### src/rtl/bf_pkg.sv
package bf_pkg;

    typedef enum logic [2:0] {
        ST_SELFTEST,
        ST_PULSE,
        ST_CFG,
        ST_WORDS,
        ST_CHECK,
        ST_PASS,
        ST_FAIL
    } bf_state_e;

    // beat size codes as they appear on rd_size
    localparam logic [1:0] SZ_BYTE = 2'b00;
    localparam logic [1:0] SZ_HALF = 2'b01;
    localparam logic [1:0] SZ_WORD = 2'b10;

    // boot width strap codes
    localparam logic [1:0] BW_8  = 2'b00;
    localparam logic [1:0] BW_16 = 2'b01;

endpackage

### src/rtl/bf_lane_plan.sv
module bf_lane_plan
    import bf_pkg::*;
#(
    parameter int LANE_W = 2
) (
    input  logic [1:0]        width_code,
    input  logic [LANE_W-1:0] beat_idx,
    output logic [1:0]        beat_size,
    output logic [LANE_W-1:0] beats_last,
    output logic [LANE_W-1:0] lane
);

    always_comb begin
        unique case (width_code)
            BW_8: begin
                beat_size  = SZ_BYTE;
                beats_last = '1;
                lane       = beat_idx;
            end
            BW_16: begin
                beat_size  = SZ_HALF;
                beats_last = LANE_W'(1);
                lane       = {beat_idx[LANE_W-2:0], 1'b0};
            end
            default: begin
                beat_size  = SZ_WORD;
                beats_last = '0;
                lane       = '0;
            end
        endcase
    end

endmodule

### src/rtl/bf_word_asm.sv
module bf_word_asm
    import bf_pkg::*;
#(
    parameter int DATA_W = 32,
    parameter int LANE_W = 2
) (
    input  logic              clk,
    input  logic              rst_n,
    input  logic              clr,
    input  logic              load,
    input  logic [1:0]        size,
    input  logic [LANE_W-1:0] lane,
    input  logic [DATA_W-1:0] din,
    output logic [DATA_W-1:0] acc,
    output logic [DATA_W-1:0] merged
);

    logic [DATA_W-1:0] keep_mask;
    logic [DATA_W-1:0] place_mask;
    logic [DATA_W-1:0] placed;

    always_comb begin
        unique case (size)
            SZ_BYTE: keep_mask = DATA_W'(8'hFF);
            SZ_HALF: keep_mask = DATA_W'(16'hFFFF);
            default: keep_mask = '1;
        endcase
        place_mask = keep_mask << (8 * lane);
        placed     = (din & keep_mask) << (8 * lane);
        merged     = (acc & ~place_mask) | placed;
    end

    always_ff @(posedge clk or negedge rst_n) begin
        if (!rst_n)    acc <= '0;
        else if (clr)  acc <= '0;
        else if (load) acc <= merged;
    end

    // a half-word beat must land on an even lane
    p_half_aligned_r6: assert property (@(posedge clk) disable iff (!rst_n)
        (load && size == SZ_HALF) |-> !lane[0]);

    // a full-word beat always starts at lane zero
    p_word_lane0_r6: assert property (@(posedge clk) disable iff (!rst_n)
        (load && size == SZ_WORD) |-> (lane == '0));

endmodule

### src/rtl/bf_sum_check.sv
module bf_sum_check #(
    parameter int DATA_W = 32
) (
    input  logic              clk,
    input  logic              rst_n,
    input  logic              add,
    input  logic [DATA_W-1:0] word,
    output logic              sum_zero
);

    logic [DATA_W-1:0] sum_q;

    always_ff @(posedge clk or negedge rst_n) begin
        if (!rst_n)   sum_q <= '0;
        else if (add) sum_q <= sum_q + word;
    end

    assign sum_zero = (sum_q == '0);

endmodule

### src/rtl/boot_rec_fetch.sv
module boot_rec_fetch
    import bf_pkg::*;
#(
    parameter int                ADDR_W          = 32,
    parameter int                DATA_W          = 32,
    parameter int                NUM_WORDS       = 8,
    parameter int                SELFTEST_CYCLES = 16,
    parameter int                PULSE_CYCLES    = 2,
    parameter logic [ADDR_W-1:0] BASE_ADDR       = 32'hFEFF_FF30
) (
    input  logic              clk,
    input  logic              rst_n,
    input  logic              selftest_strap,
    input  logic [1:0]        width_strap,
    output logic              rd_req,
    output logic [ADDR_W-1:0] rd_addr,
    output logic [1:0]        rd_size,
    output logic              rd_burst,
    input  logic              rd_ack,
    input  logic [DATA_W-1:0] rd_data,
    output logic              fail_n,
    output logic [DATA_W-1:0] region_cfg,
    output logic              region_cfg_vld,
    output logic [DATA_W-1:0] start_ip,
    output logic [DATA_W-1:0] ctrl_ptr,
    output logic              boot_ok,
    output logic              boot_err
);

    localparam int CFG_BYTES = DATA_W / 8;
    localparam int LANE_W    = $clog2(CFG_BYTES);
    localparam int WIDX_W    = $clog2(NUM_WORDS);
    localparam int CNT_MAX   = (SELFTEST_CYCLES > PULSE_CYCLES) ? SELFTEST_CYCLES : PULSE_CYCLES;
    localparam int CNT_W     = $clog2(CNT_MAX) + 1;
    localparam int CFG_SPAN  = CFG_BYTES * CFG_BYTES;
    localparam int WIN_BYTES = CFG_SPAN + NUM_WORDS * CFG_BYTES;

    bf_state_e         state_q, state_d;
    logic [CNT_W-1:0]  cnt_q;
    logic [LANE_W-1:0] cfg_idx_q, beat_idx_q, cfg_lane;
    logic [WIDX_W-1:0] word_idx_q;
    logic              st_en_q;
    logic [1:0]        width_q;
    logic [DATA_W-1:0] cfg_q, ip_q, ctrl_q;

    logic [1:0]        beat_size;
    logic [LANE_W-1:0] beats_last, word_lane;
    logic              ack, last_cfg, last_beat, last_word, sum_zero;
    logic              asm_clr, sum_add;
    logic [1:0]        asm_size;
    logic [LANE_W-1:0] asm_lane;
    logic [DATA_W-1:0] asm_acc, asm_merged;

    // configuration bytes are visited in bit-reversed index order
    for (genvar g = 0; g < LANE_W; g++) begin : g_rev
        assign cfg_lane[g] = cfg_idx_q[LANE_W-1-g];
    end

    bf_lane_plan #(.LANE_W(LANE_W)) u_plan (
        .width_code (width_q),
        .beat_idx   (beat_idx_q),
        .beat_size  (beat_size),
        .beats_last (beats_last),
        .lane       (word_lane)
    );

    assign ack       = rd_req && rd_ack;
    assign last_cfg  = (cfg_idx_q == '1);
    assign last_beat = (beat_idx_q == beats_last);
    assign last_word = (word_idx_q == WIDX_W'(NUM_WORDS - 1));
    assign asm_size  = (state_q == ST_WORDS) ? beat_size : SZ_BYTE;
    assign asm_lane  = (state_q == ST_WORDS) ? word_lane : cfg_lane;
    assign asm_clr   = ack && (((state_q == ST_CFG) && last_cfg) ||
                               ((state_q == ST_WORDS) && last_beat));
    assign sum_add   = ack && (state_q == ST_WORDS) && last_beat;

    bf_word_asm #(.DATA_W(DATA_W), .LANE_W(LANE_W)) u_asm (
        .clk    (clk),
        .rst_n  (rst_n),
        .clr    (asm_clr),
        .load   (ack),
        .size   (asm_size),
        .lane   (asm_lane),
        .din    (rd_data),
        .acc    (asm_acc),
        .merged (asm_merged)
    );

    bf_sum_check #(.DATA_W(DATA_W)) u_sum (
        .clk      (clk),
        .rst_n    (rst_n),
        .add      (sum_add),
        .word     (asm_merged),
        .sum_zero (sum_zero)
    );

    // straps follow their pins for as long as reset is held
    always_ff @(posedge clk) begin
        if (!rst_n) begin
            st_en_q <= selftest_strap;
            width_q <= width_strap;
        end
    end

    always_comb begin
        state_d = state_q;
        unique case (state_q)
            ST_SELFTEST: if (!st_en_q || cnt_q == CNT_W'(SELFTEST_CYCLES - 1)) state_d = ST_PULSE;
            ST_PULSE:    if (cnt_q == CNT_W'(PULSE_CYCLES - 1)) state_d = ST_CFG;
            ST_CFG:      if (ack && last_cfg) state_d = ST_WORDS;
            ST_WORDS:    if (ack && last_beat && last_word) state_d = ST_CHECK;
            ST_CHECK:    state_d = sum_zero ? ST_PASS : ST_FAIL;
            ST_PASS:     state_d = ST_PASS;
            ST_FAIL:     state_d = ST_FAIL;
            default:     state_d = ST_FAIL;
        endcase
    end

    // state register and sequencing counters
    always_ff @(posedge clk or negedge rst_n) begin
        if (!rst_n) begin
            state_q    <= ST_SELFTEST;
            cnt_q      <= '0;
            cfg_idx_q  <= '0;
            beat_idx_q <= '0;
            word_idx_q <= '0;
        end else begin
            state_q <= state_d;
            if (state_d != state_q) cnt_q <= '0;
            else                    cnt_q <= cnt_q + 1'b1;
            if (ack && state_q == ST_CFG) cfg_idx_q <= cfg_idx_q + 1'b1;
            if (ack && state_q == ST_WORDS) begin
                if (last_beat) begin
                    beat_idx_q <= '0;
                    word_idx_q <= word_idx_q + 1'b1;
                end else begin
                    beat_idx_q <= beat_idx_q + 1'b1;
                end
            end
        end
    end

    // captured results
    always_ff @(posedge clk or negedge rst_n) begin
        if (!rst_n) begin
            cfg_q  <= '0;
            ip_q   <= '0;
            ctrl_q <= '0;
        end else begin
            if (ack && state_q == ST_CFG && last_cfg) cfg_q <= asm_merged;
            if (sum_add && word_idx_q == WIDX_W'(0)) ip_q   <= asm_merged;
            if (sum_add && word_idx_q == WIDX_W'(1)) ctrl_q <= asm_merged;
        end
    end

    // outputs decoded from the state
    always_comb begin
        rd_req         = 1'b0;
        rd_addr        = BASE_ADDR;
        rd_size        = SZ_BYTE;
        rd_burst       = 1'b0;
        fail_n         = 1'b0;
        region_cfg_vld = 1'b0;
        boot_ok        = 1'b0;
        boot_err       = 1'b0;
        unique case (state_q)
            ST_SELFTEST: rd_addr = BASE_ADDR + ADDR_W'(cnt_q);
            ST_PULSE:    fail_n  = 1'b1;
            ST_CFG: begin
                rd_req  = 1'b1;
                rd_addr = BASE_ADDR + ADDR_W'(cfg_lane) * ADDR_W'(CFG_BYTES);
            end
            ST_WORDS: begin
                rd_req         = 1'b1;
                rd_size        = beat_size;
                rd_burst       = !last_beat;
                rd_addr        = BASE_ADDR + ADDR_W'(CFG_SPAN)
                               + ADDR_W'(word_idx_q) * ADDR_W'(CFG_BYTES) + ADDR_W'(word_lane);
                region_cfg_vld = 1'b1;
            end
            ST_CHECK: region_cfg_vld = 1'b1;
            ST_PASS: begin
                region_cfg_vld = 1'b1;
                fail_n         = 1'b1;
                boot_ok        = 1'b1;
            end
            ST_FAIL: begin
                region_cfg_vld = 1'b1;
                boot_err       = 1'b1;
            end
            default: ;
        endcase
    end

    assign region_cfg = cfg_q;
    assign start_ip   = ip_q;
    assign ctrl_ptr   = ctrl_q;

    // a pending request keeps its address and size until acknowledged
    p_hold_until_ack_r8: assert property (@(posedge clk) disable iff (!rst_n)
        (rd_req && !rd_ack) |=> (rd_req && $stable(rd_addr) && $stable(rd_size) && $stable(rd_burst)));

    // every address stays inside the boot record window
    p_in_window_r5: assert property (@(posedge clk) disable iff (!rst_n)
        rd_req |-> ((rd_addr - BASE_ADDR) < ADDR_W'(WIN_BYTES)));

    // configuration beats are single, unburst bytes
    p_cfg_byte_r4: assert property (@(posedge clk) disable iff (!rst_n)
        (rd_req && !region_cfg_vld) |-> (rd_size == SZ_BYTE && !rd_burst));

    // the fail pin is never high while a read is in flight
    p_fail_low_fetch_r3: assert property (@(posedge clk) disable iff (!rst_n)
        rd_req |-> !fail_n);

    // pass is sticky and either outcome silences the bus
    p_pass_sticky_r10: assert property (@(posedge clk) disable iff (!rst_n)
        boot_ok |=> (boot_ok && fail_n && !rd_req));
    p_quiet_after_r10: assert property (@(posedge clk) disable iff (!rst_n)
        (boot_ok || boot_err) |-> !rd_req);

endmodule

### config.mk
export PLATFORM = sky130hd
export DESIGN_NAME = boot_rec_fetch
export DESIGN_NICKNAME = d
export VERILOG_FILES = /design/src/rtl/bf_pkg.sv /design/src/rtl/bf_lane_plan.sv /design/src/rtl/bf_word_asm.sv /design/src/rtl/bf_sum_check.sv /design/src/rtl/boot_rec_fetch.sv
export SDC_FILE = /design/constraint.sdc
export NUM_CORES = 1
export LEC_CHECK = 0
export CORE_ASPECT_RATIO = 0.7
export CORE_MARGIN = 10
export CORE_UTILIZATION = 40
export CTS_CLUSTER_SIZE = 20
export DETAILED_ROUTE_END_ITERATION = 8
export DONT_BUFFER_PORTS = 1
export GPL_TIMING_DRIVEN = 0
export PLACE_DENSITY_LB_ADDON = 0.2
export REMOVE_ABC_BUFFERS = 1
export SLEW_MARGIN = 15
export SYNTH_ARGS = -nofsm -noshare
export SYNTH_HDL_FRONTEND = slang
export SYNTH_SLANG_ARGS = --single-unit
### constraint.sdc
create_clock -name clk -period 3.84 [get_ports clk]
set_clock_uncertainty 0.2 [all_clocks]
set_input_delay 0.576 -clock clk [delete_from_list [all_inputs] [get_ports clk]]
set_output_delay 0.576 -clock clk [all_outputs]
set_load 0.05 [all_outputs]
; ---- Word-level counts from Yosys, hierarchy flattened
; Index checks and enable logic that the tools add are counted.
[classes]
n_mux = 23
n_reduce_logical = 27
eq_ne = 15
bitwise = 4
addsub = 9
n_shift = 2
[op_table]
columns = cell, count
row1 = $pmux W32 S3, 1
row2 = $and A32 B32 Y32, 2
row3 = $mux W32, 2
row4 = $pmux W32 S2, 1
row5 = $shl A32 B5 Y32, 2
row6 = $add A26 B6 Y27 const A, 2
row7 = $add A32 B32 Y32, 1
row8 = $logic_not A32 Y1, 1
row9 = $not A32 Y32, 1
row10 = $or A32 B32 Y32, 1
row11 = $add A27 B3 Y28, 1
row12 = $add A26 B5 Y27 const A, 1
row13 = $pmux W3 S6, 1
row14 = $logic_and A1 B1 Y1, 13
row15 = $eq A3 B3 Y1 const B, 4
row16 = $mux W3, 4
row17 = $pmux W2 S2, 3
row18 = $mux W2, 4
row19 = $eq A3 B1 Y1 const B, 2
row20 = $eq A3 B2 Y1 const B, 2
row21 = $logic_not A3 Y1, 2
row22 = $mux W1, 6
row23 = $add A5 B1 Y5 const B, 1
row24 = $eq A5 B1 Y1 const B, 1
row25 = 15 further kinds, 21
[totals]
output_inout_bits = 136
elab_cells = 92
reg_bits = 178
input_bits = 38

; ---- Longest topological paths before layout
; Gate-level depths: netlist of the first run.
[depth]
depth_word = 11
ltp_mapped = 19
ltp_nobuf = 18

; ---- Cells and area by module
; From an unflattened synthesis of the first run, not the netlist that was laid out.
[unflattened]
cells_unflattened = 912
area_unflattened_um2 = 10132.2
[modules_own_cells]
columns = module, cells_per_inst, area_per_inst_um2, n_inst, seq_area_each_um2
row1 = boot_rec_fetch, 349, 5153.7, 1, 2867.8
row2 = bf_sum_check, 320, 2897.8, 1, 800.8
row3 = bf_word_asm, 236, 2040.7, 1, 800.8
row4 = bf_lane_plan, 7, 40.0, 1, 0.0

; ---- Worst setup path before layout of the first run
; Ideal clock, no wire load.
[synth_timing]
path_type = register to register
from = register width_q[0]
to = register u_sum.sum_q[31]
setup_slack_ns = -0.423
arrival_ns = 3.941
n_path_buf = 0
synth_period_minus_slack_ns = 4.263
t_required_ns = 3.518
setup_ns = 0.122
stages_incl_launch_ff = 19
cell_sequence = edfxtp_1 nor2_1 ha_1 a21oi_1 nor2_1 nand3_1 o31ai_2 nor2_1 a21oi_1 inv_1 ha_1 a21o_1 a21o_1 a21o_1 a211o_1 o211a_1 or3_1 a21o_1 xnor2_1
[synth_between]
elab_chain_cells = 10
elab_cells_between_ends = 19
classes_between = add/sub: 1 / eq/ne: 3 / shift: 2 / mux: 6 / bitwise: 4 / reduce/logical: 3
[synth_rtl]
columns = element, line_no
row1 = from (decl), boot_rec_fetch.sv:43  ; logic [1:0] width_q;
row2 = from (signal assigned), boot_rec_fetch.sv:101  ; width_q <= width_strap;
row3 = $eq A2 B1 Y1 / $logic_not A2 Y1 (equally long branches), bf_lane_plan.sv:14  ; unique case (width_code)
row4 = $pmux W2 S2, bf_lane_plan.sv:14
row5 = $mux W2, boot_rec_fetch.sv:71  ; assign asm_size = (state_q == ST_WORDS) ? beat_size : SZ_BYTE;
row6 = $eq A2 B1 Y1 / $logic_not A2 Y1 (equally long branches), bf_word_asm.sv:23  ; unique case (size)
row7 = $pmux W32 S2, bf_word_asm.sv:23
row8 = $shl A32 B5 Y32, bf_word_asm.sv:28  ; place_mask = keep_mask << (8 * lane);
row9 = $not A32 Y32, bf_word_asm.sv:30  ; merged = (acc & ~place_mask) | placed;
row10 = $and A32 B32 Y32, bf_word_asm.sv:30
row11 = $or A32 B32 Y32 *, bf_word_asm.sv:30
row12 = named net asm_merged[16], boot_rec_fetch.sv:52  ; logic [DATA_W-1:0] asm_acc, asm_merged;
row13 = $add A32 B32 Y32 *, bf_sum_check.sv:15  ; else if (add) sum_q <= sum_q + word;
row14 = to (signal assigned), bf_sum_check.sv:15
row15 = to (decl), bf_sum_check.sv:11  ; logic [DATA_W-1:0] sum_q;
; The timed path passes the listed nets; every way through them passes the cells marked *.
; A chain may end at the register's enable or synchronous reset.

; ---- Final worst setup path of the first run
[layout_timing]
from = register state_q[2]
to = register u_sum.sum_q[31]
[layout_between]
elab_cells_between_ends = 19
classes_between = add/sub: 1 / eq/ne: 3 / shift: 2 / mux: 4 / bitwise: 4 / reduce/logical: 5
[layout_rtl]
columns = element, line_no
row1 = from (decl), boot_rec_fetch.sv:38  ; bf_state_e state_q, state_d;
row2 = from (signal assigned), boot_rec_fetch.sv:128  ; state_q <= state_d;
row3 = $eq A3 B2 Y1, boot_rec_fetch.sv:166  ; unique case (state_q)
row4 = $reduce_or A2 Y1 (no line) *, -
row5 = $mux W1 *, boot_rec_fetch.sv:166
row6 = named net rd_req, boot_rec_fetch.sv:15  ; output logic rd_req,
row7 = $logic_and A1 B1 Y1 *, boot_rec_fetch.sv:67  ; assign ack = rd_req && rd_ack;
row8 = $logic_and A1 B1 Y1 * (2 in series), boot_rec_fetch.sv:75  ; assign sum_add = ack && (state_q == ST_WORDS) && last_beat;
; Marks and branches as above.

==> results.yml, run 1 <==
run_status:
  run_status: "finished with violations"
  failing_checks: "hold timing, setup timing"
global_route:
  wire_length_of_the_first_global_routing_pass_mm: 45.15
  global_route.overflow_total: 0
  track_usage: 0.1928
  first_global_vias: 7320
  pin_count_of_the_biggest_net_entering_global_routing: 177
  number_of_antenna_violations_at_the_first_check_in_global_routing: 0
logic_synthesis:
  yosys.cell_types.count: 67
  synthCells: 1026
  synth_warnings: 0
  synth.top_cell.area_share: 0.4713
  synth_seq_area_share: 0.4809
  synth_area_leaders: "sky130_fd_sc_hd__dfrtp_1 (47%), sky130_fd_sc_hd__o21ai_0 (9.1%), sky130_fd_sc_hd__nand2_1 (8.2%)"
  synthDominantAreaCellType: "sky130_fd_sc_hd__dfrtp_1"
  synth_area_per_cell_sq_um: 9.057
  synthFlopType: "sky130_fd_sc_hd__dfrtp_1"
  synth_edf_count: 3
  synthArstFlopShare: 0.9831
  syn-cell-area_sq_um: 9293
  synth_seq_cells: 178
route:
  router_iterations_before_antenna_repair: 5
  vias_per_cell: 5.460
  wl_mm: 29.58
  post_route_ant_nets: 0
  count_of_routing_violations_after_the_opening_detailed_route_iteration: 758
  route.detailed.drc: 0
  avgRoutedWirePerCell_microns: 21.04
  via_count: 7677
timing:
  timing_max_transition_violations_final: 0
  maxSlewHeadroom: 0.1980
  rsz0062_at_grt: "yes"
  achievable-frequency_ghz: 0.2440
  tns_ps: -2230
  finalHoldWorstSlack_ps: -380.1
  worst_pin_slew_ps: 1188
  final_critical_path_setup_slack_ps: -257.8
  min_period_over_period: 1.067
  setup_viol_count_final: 15
  min_period_ps: 4098
  hold_viol: 175
floorplanning:
  core_area_sq_um: 22730
  die-area_sq_um: 29820
  die_height_microns: 147.5
  initial_utilization: 0.4088
  io_pins: 174
  dieWidth_microns: 202.2
  rows: 46
worst_hold_path:
  hold_path.class: "input pin to asynchronous set/reset pin"
setup_path:
  critical_path.startpoint_type: "flop"
  worst-endpoint-required_ps: 3960
  ff2ff_path_depth: 16
  setup.worst_path.end_class: "flop"
  critPathArrivalTime_ps: 4220
  critPathMaxFanout: 8
  worst-setup-path-type: "flop to flop"
final_layout:
  regArea_sq_um: 4473
  final_layout_size_suffix_gt1_frac: 0.2413
  fin_util: 0.5151
  fillCellCount: 2083
  area_overhead_vs_synth_pct: 26.01
  nets: 1160
  multi_input_comb_area_sq_um: 5289
  antenna_cells_inserted: 0
  postLayoutCellArea_sq_um: 11710
placement:
  hpwlAfterDp_mm: 20.20
  port_buffers: 0
  place_congestion: 0.8781
  place_worst_setup_slack_ps: -1587
  placedInstanceArea_sq_um: 9529
clock_network:
  numCtsBuffers: 17
  clock_tree.root_cell: "sky130_fd_sc_hd__clkbuf_16"
  clk_pin_slew_worst_paths_ps: 80
  cts_tree: "yes"
  clock_sinks: 178
  clock_insertion_delay_worst_skew_ps: 440
  htreeDepth: 4
  clock_tree.buffer_depth: 2
flow_run:
  drv_cap: 0
-- state kept, by name (all words and copies together) (netlist names), 3 cells and up --
| name | cells |
|---|---|
| cnt_q | 5 |
| ctrl_ptr | 32 |
| region_cfg | 32 |
| start_ip | 32 |
| state_q | 3 |
| u_asm.acc | 32 |
| u_sum.sum_q | 32 |
| word_idx_q | 3 |
-- routing by layer --
metal | track usage | part of all wire | vias to the layer above
met5 | 0 | 0 | -
met4 | 0.05987 | 0.023 | 0
met3 | 0.05022 | 0.078 | 38
met2 | 0.2801 | 0.43 | 255
met1 | 0.2739 | 0.47 | 3764
li1 | - | - | 3620
-- critical path, stage by stage, from the launching register on --
cell and delay [ps]:
sky130_fd_sc_hd__dfrtp_2 420, sky130_fd_sc_hd__and2b_4 460, sky130_fd_sc_hd__nand2_8 150, sky130_fd_sc_hd__nand2_4 110, sky130_fd_sc_hd__o21ai_4 120, sky130_fd_sc_hd__a22o_1 250, sky130_fd_sc_hd__a22oi_2 300, sky130_fd_sc_hd__inv_2 70
sky130_fd_sc_hd__ha_4 250, sky130_fd_sc_hd__a21o_1 210, sky130_fd_sc_hd__o21bai_4 180, sky130_fd_sc_hd__o2bb2ai_1 120, sky130_fd_sc_hd__a211o_1 290, sky130_fd_sc_hd__o211a_1 220, sky130_fd_sc_hd__or3_1 300, sky130_fd_sc_hd__a21o_1 200
sky130_fd_sc_hd__xnor2_1 120
-- through the flow --
stage                     hold WS, ps  std cells
after global routing           -401.4       1406
after global placement          86.25       1289
after floorplan                 80.41        977
after CTS                      -388.4       1374
after detailed placement        86.57       1294
final                          -380.1       1406
-- synth_stat cells (4+ instances only) --
cell	number
sky130_fd_sc_hd__o21bai_1	4
sky130_fd_sc_hd__dfrtp_1	175
sky130_fd_sc_hd__a22o_1	9
sky130_fd_sc_hd__a221oi_2	7
sky130_fd_sc_hd__ha_1	40
sky130_fd_sc_hd__and3_1	4
sky130_fd_sc_hd__buf_2	8
sky130_fd_sc_hd__nand3_1	14
sky130_fd_sc_hd__o21ai_0	169
sky130_fd_sc_hd__a31oi_1	12
sky130_fd_sc_hd__buf_4	25
sky130_fd_sc_hd__nand4_1	9
sky130_fd_sc_hd__xnor2_1	18
sky130_fd_sc_hd__xor2_1	15
sky130_fd_sc_hd__a22oi_1	8
sky130_fd_sc_hd__inv_1	45
sky130_fd_sc_hd__nor2_1	51
sky130_fd_sc_hd__nor4_1	9
sky130_fd_sc_hd__a21oi_1	51
sky130_fd_sc_hd__nand2_1	202
sky130_fd_sc_hd__mux2i_1	11
sky130_fd_sc_hd__nand2b_1	4
sky130_fd_sc_hd__clkbuf_1	39
sky130_fd_sc_hd__or3_1	4
sky130_fd_sc_hd__nor3_1	8
sky130_fd_sc_hd__o21ai_1	6
sky130_fd_sc_hd__a21o_1	19
sky130_fd_sc_hd__and2_1	6
-- logic make-up after synthesis --
kind of cell,Yosys count,share of synthesized area
and+or+nand+nor,328,0.1527
muxes,13,0.01427
AOI/OAI and AO/OA,314,0.2057
other,2,0.0008082
adders and majority gates,41,0.05601
buffers and inverters,117,0.05844
xor gates and xnor gates,33,0.03110
DFF,178,0.4809
-- placed cells by master (no fill, tap or decap), types with 7 or more instances in the layout --
cell type	netlist	routed
sky130_fd_sc_hd__a21o_1	19	19
sky130_fd_sc_hd__a21oi_1	51	26
sky130_fd_sc_hd__a21oi_2	0	17
sky130_fd_sc_hd__a21oi_4	0	8
sky130_fd_sc_hd__a22o_1	9	9
sky130_fd_sc_hd__a22oi_2	0	7
sky130_fd_sc_hd__a31oi_1	12	9
sky130_fd_sc_hd__buf_12	0	8
sky130_fd_sc_hd__buf_4	25	62
sky130_fd_sc_hd__buf_6	0	11
sky130_fd_sc_hd__clkbuf_16	0	17
sky130_fd_sc_hd__conb_1	2	25
sky130_fd_sc_hd__dfrtp_1	175	172
sky130_fd_sc_hd__ha_1	40	19
sky130_fd_sc_hd__ha_4	0	17
sky130_fd_sc_hd__inv_1	45	35
sky130_fd_sc_hd__inv_2	0	10
sky130_fd_sc_hd__mux2i_4	0	8
sky130_fd_sc_hd__nand2_1	202	194
sky130_fd_sc_hd__nand2_2	3	9
sky130_fd_sc_hd__nand3_1	14	10
sky130_fd_sc_hd__nand4_1	9	9
sky130_fd_sc_hd__nor2_1	51	44
sky130_fd_sc_hd__nor4_1	9	9
sky130_fd_sc_hd__o21ai_0	169	153
sky130_fd_sc_hd__o21ai_1	6	14
sky130_fd_sc_hd__xnor2_1	18	17
sky130_fd_sc_hd__xor2_1	15	15
-- layout make-up --
type                    instances  share of cell area
multi-input cells             756              0.4516
well taps                     312             0.03334
repair buffers                 83             0.06870
clock buffers                  19             0.03868
clock inverters                13             0.01122
flip-flops and latches        178              0.3820
inverters                      45             0.01442
-- path summary, 6_finish.rpt --
kind                                       from         endpoint  slack, ps
min in group clk                 width_strap[1]       width_q[1]         30
worst min register to register  u_sum.sum_q[31]  u_sum.sum_q[31]        280
max in group asynchronous                 rst_n       state_q[0]       3510
worst max-delay path                 state_q[2]  u_sum.sum_q[31]       -260
worst max register to register       state_q[2]  u_sum.sum_q[31]       -260
worst min-delay path                      rst_n     ctrl_ptr[29]       -380
-- repair_timing --
item | in CTS | in global routing
cloned | 2 | 0
hold endpoints to repair | 175 | 175
endpoints found under the setup margin | 63 | 22
pin swaps | 29 | 39
setup buffers | 46 | 33
resized for setup | 143 | 54
Power of run 1 is not shown: default switching activity piles up to over one toggle a cycle in this logic, so the estimate is an artifact.
==> inputs of run 2 (changes only) <==
--- a/config.mk
+++ b/config.mk
@@ -12,7 +12,8 @@
 export DETAILED_ROUTE_END_ITERATION = 8
 export DONT_BUFFER_PORTS = 1
 export GPL_TIMING_DRIVEN = 0
-export PLACE_DENSITY_LB_ADDON = 0.2
+export MAX_ROUTING_LAYER = met4
+export PLACE_DENSITY = 0.61
 export REMOVE_ABC_BUFFERS = 1
 export SLEW_MARGIN = 15
 export SYNTH_ARGS = -nofsm -noshare
==> run 2 against run 1 <==
The flow still finishes with violations (hold timing, setup timing); non-clock buffer count fell by 4; via count rose by 3.3%; hold slack got worse by 6.4 ps; sequential share of layout area fell by 0.27 points; critical path type unchanged; die area did not move; count of clock-buffer cells in the layout fell by 2; final cell count fell by 0.21%; critical path depth rose by 1.
==> results.yml, run 2 (synthesis gave the netlist of run 1 again) <==
run_status:
  run_status: "finished with violations"
  failing_checks: "hold timing, setup timing"
setup_path:
  critical_path.most_common_cell: "sky130_fd_sc_hd__a21o_1"
  regToRegStartpoint: "state_q[2]"
  worst-setup-path-type: "flop to flop"
  cpPeakStageDelay_ps: 450
  worst_path_max_delay_cell: "sky130_fd_sc_hd__and2b_4"
  worst-endpoint-required_ps: 3960
  crit_path_cell_trace: "and2b_4 > nand2_8 > nand2_4 > o21ai_4 > a22o_1 > a22oi_2 > buf_6 > inv_4 > ha_4 > a21o_1 > o21bai_4 > o2bb2ai_1 > a211o_1 > o211a_1 > or3_1 > a21o_1 > xnor2_1"
  critical_path.startpoint: "state_q[2]"
  critPathMaxFanout: 8
  setup.worst_path.end_class: "flop"
  critPathArrivalTime_ps: 4210
  critical_path.startpoint_type: "flop"
timing:
  worst_pin_slew_ps: 1119
  min_period_ps: 4081
  finalHoldWorstSlack_ps: -386.5
  timing_max_transition_violations_final: 0
  maxSlewHeadroom: 0.2444
  rsz0062_at_grt: "yes"
  final_critical_path_setup_slack_ps: -241.0
  min_period_over_period: 1.063
  hold_viol: 175
  achievable-frequency_ghz: 0.2450
  setup_viol_count_final: 11
route:
  router_iterations_before_antenna_repair: 5
  count_of_routing_violations_after_the_opening_detailed_route_iteration: 676
  route.detailed.drc: 0
  post_route_ant_nets: 0
  wl_mm: 30.89
  vias_per_cell: 5.653
  avgRoutedWirePerCell_microns: 22.02
  via_count: 7931
global_route:
  first_global_vias: 7468
  gr-usage-met1: 0.2679
  grt_most_used_layer: "met2"
  use_met2: 0.2915
  wire_length_of_the_first_global_routing_pass_mm: 46.22
  global_route.usage.met3: 0.06070
  global_route.overflow_total: 0
  track_usage: 0.2040
  number_of_antenna_violations_at_the_first_check_in_global_routing: 0
  pin_count_of_the_biggest_net_entering_global_routing: 177
floorplanning:
  die-area_sq_um: 29820
  core_area_sq_um: 22730
  die_height_microns: 147.5
  dieWidth_microns: 202.2
  io_pins: 174
  initial_utilization: 0.4088
  rows: 46
placement:
  port_buffers: 0
  place_congestion: 0.8995
  placedInstanceArea_sq_um: 9492
  placedCellCount: 1292
  hpwlAfterDp_mm: 19.82
final_layout:
  area_overhead_vs_synth_pct: 26.92
  antenna_cells_inserted: 0
  postLayoutCellArea_sq_um: 11790
  fin_cells: 1403
  final_layout_size_suffix_gt1_frac: 0.2429
  fillCellCount: 1936
  nets: 1158
  most-common-layout-cells: "sky130_fd_sc_hd__nand2_1 (192), sky130_fd_sc_hd__dfrtp_1 (172), sky130_fd_sc_hd__o21ai_0 (152), sky130_fd_sc_hd__buf_4 (62), sky130_fd_sc_hd__nor2_1 (44)"
  most_common_cell_after_layout_fill_and_taps_aside: "sky130_fd_sc_hd__nand2_1"
clock_network:
  numCtsBuffers: 17
  clock_tree.root_cell: "sky130_fd_sc_hd__clkbuf_16"
  cts_tree: "yes"
  clock_insertion_delay_worst_skew_ps: 450
  clk_pin_slew_worst_paths_ps: 70
  htreeDepth: 4
  clock_sinks: 178
  clock_tree.buffer_depth: 2
worst_hold_path:
  hold_path.class: "input pin to asynchronous set/reset pin"
flow_run:
  drv_cap: 0
[run 2: routing by layer]
metal  routed length, microns  vias up
met2                    13880      331
met3                     2872       65
met5                        0        -
li1                         -     3633
met1                    13280     3902
met4                      859        0
[run 2: worst paths after layout]
| check | endpoint | slack (ps) | cells after the start |
|---|---|---|---|
| setup / recovery | u_sum.sum_q[31] | -240 | 17 |
| hold / removal | start_ip[26] | -390 | 0 |
| setup reg to reg | u_sum.sum_q[31] | -240 | 17 |
| hold reg to reg | u_asm.acc[26] | 290 | 2 |
| max in group asynchronous | state_q[2] | 3570 | 0 |
| min in group clk | beat_idx_q[1] | 20 | 1 |
[run 2: cell type report]
cell class / instances / area (sq um) / share of cell area
Inverter: 45 / 171.4 / 0.01453
Tap cell: 312 / 390.4 / 0.03310
Multi-Input combinational cell: 758 / 5410 / 0.4587
Clock buffer: 17 / 425.4 / 0.03607
Sequential cell: 178 / 4473 / 0.3793
Timing Repair Buffer: 79 / 734.5 / 0.06227
Clock inverter: 14 / 188.9 / 0.01602
[run 2: stage by stage]
| step | util | setup slack [ps] | TNS (ps) | hold slack (ps) |
|---|---|---|---|---|
| 2_1_floorplan | - | -874.6 | -28350 | 80.41 |
| 3_3_place_gp | 0.4133 | -2252 | -272610 | 85.86 |
| 3_5_place_dp | 0.4175 | -1746 | -38970 | 86.41 |
| 4_1_cts | 0.5005 | -175.9 | -712.2 | -393.6 |
| 5_1_grt | 0.5188 | -372.5 | -3237 | -403.1 |
| 6_report | 0.5188 | -241.0 | -1402 | -386.5 |
[run 2: worst max-delay path: cells and delay by family (launching register included)]
family | cells | cell delay [ps]
flip-flops | 1 | 410
AND/OR/NAND/NOR | 4 | 990
XOR/XNOR | 1 | 130
adder cells (fa/ha/maj) | 1 | 260
buffers and inverters | 2 | 200
AO/OA/AOI/OAI | 9 | 1760
[run 2: what timing repair did]
action,CTS,global route
gates resized for setup,146,58
gates cloned,2,2
setup buffers,57,18
pin swaps,36,33
setup endpoints to repair,100,31
hold endpoints to repair,175,176
Power of run 2 is left out for the same reason.
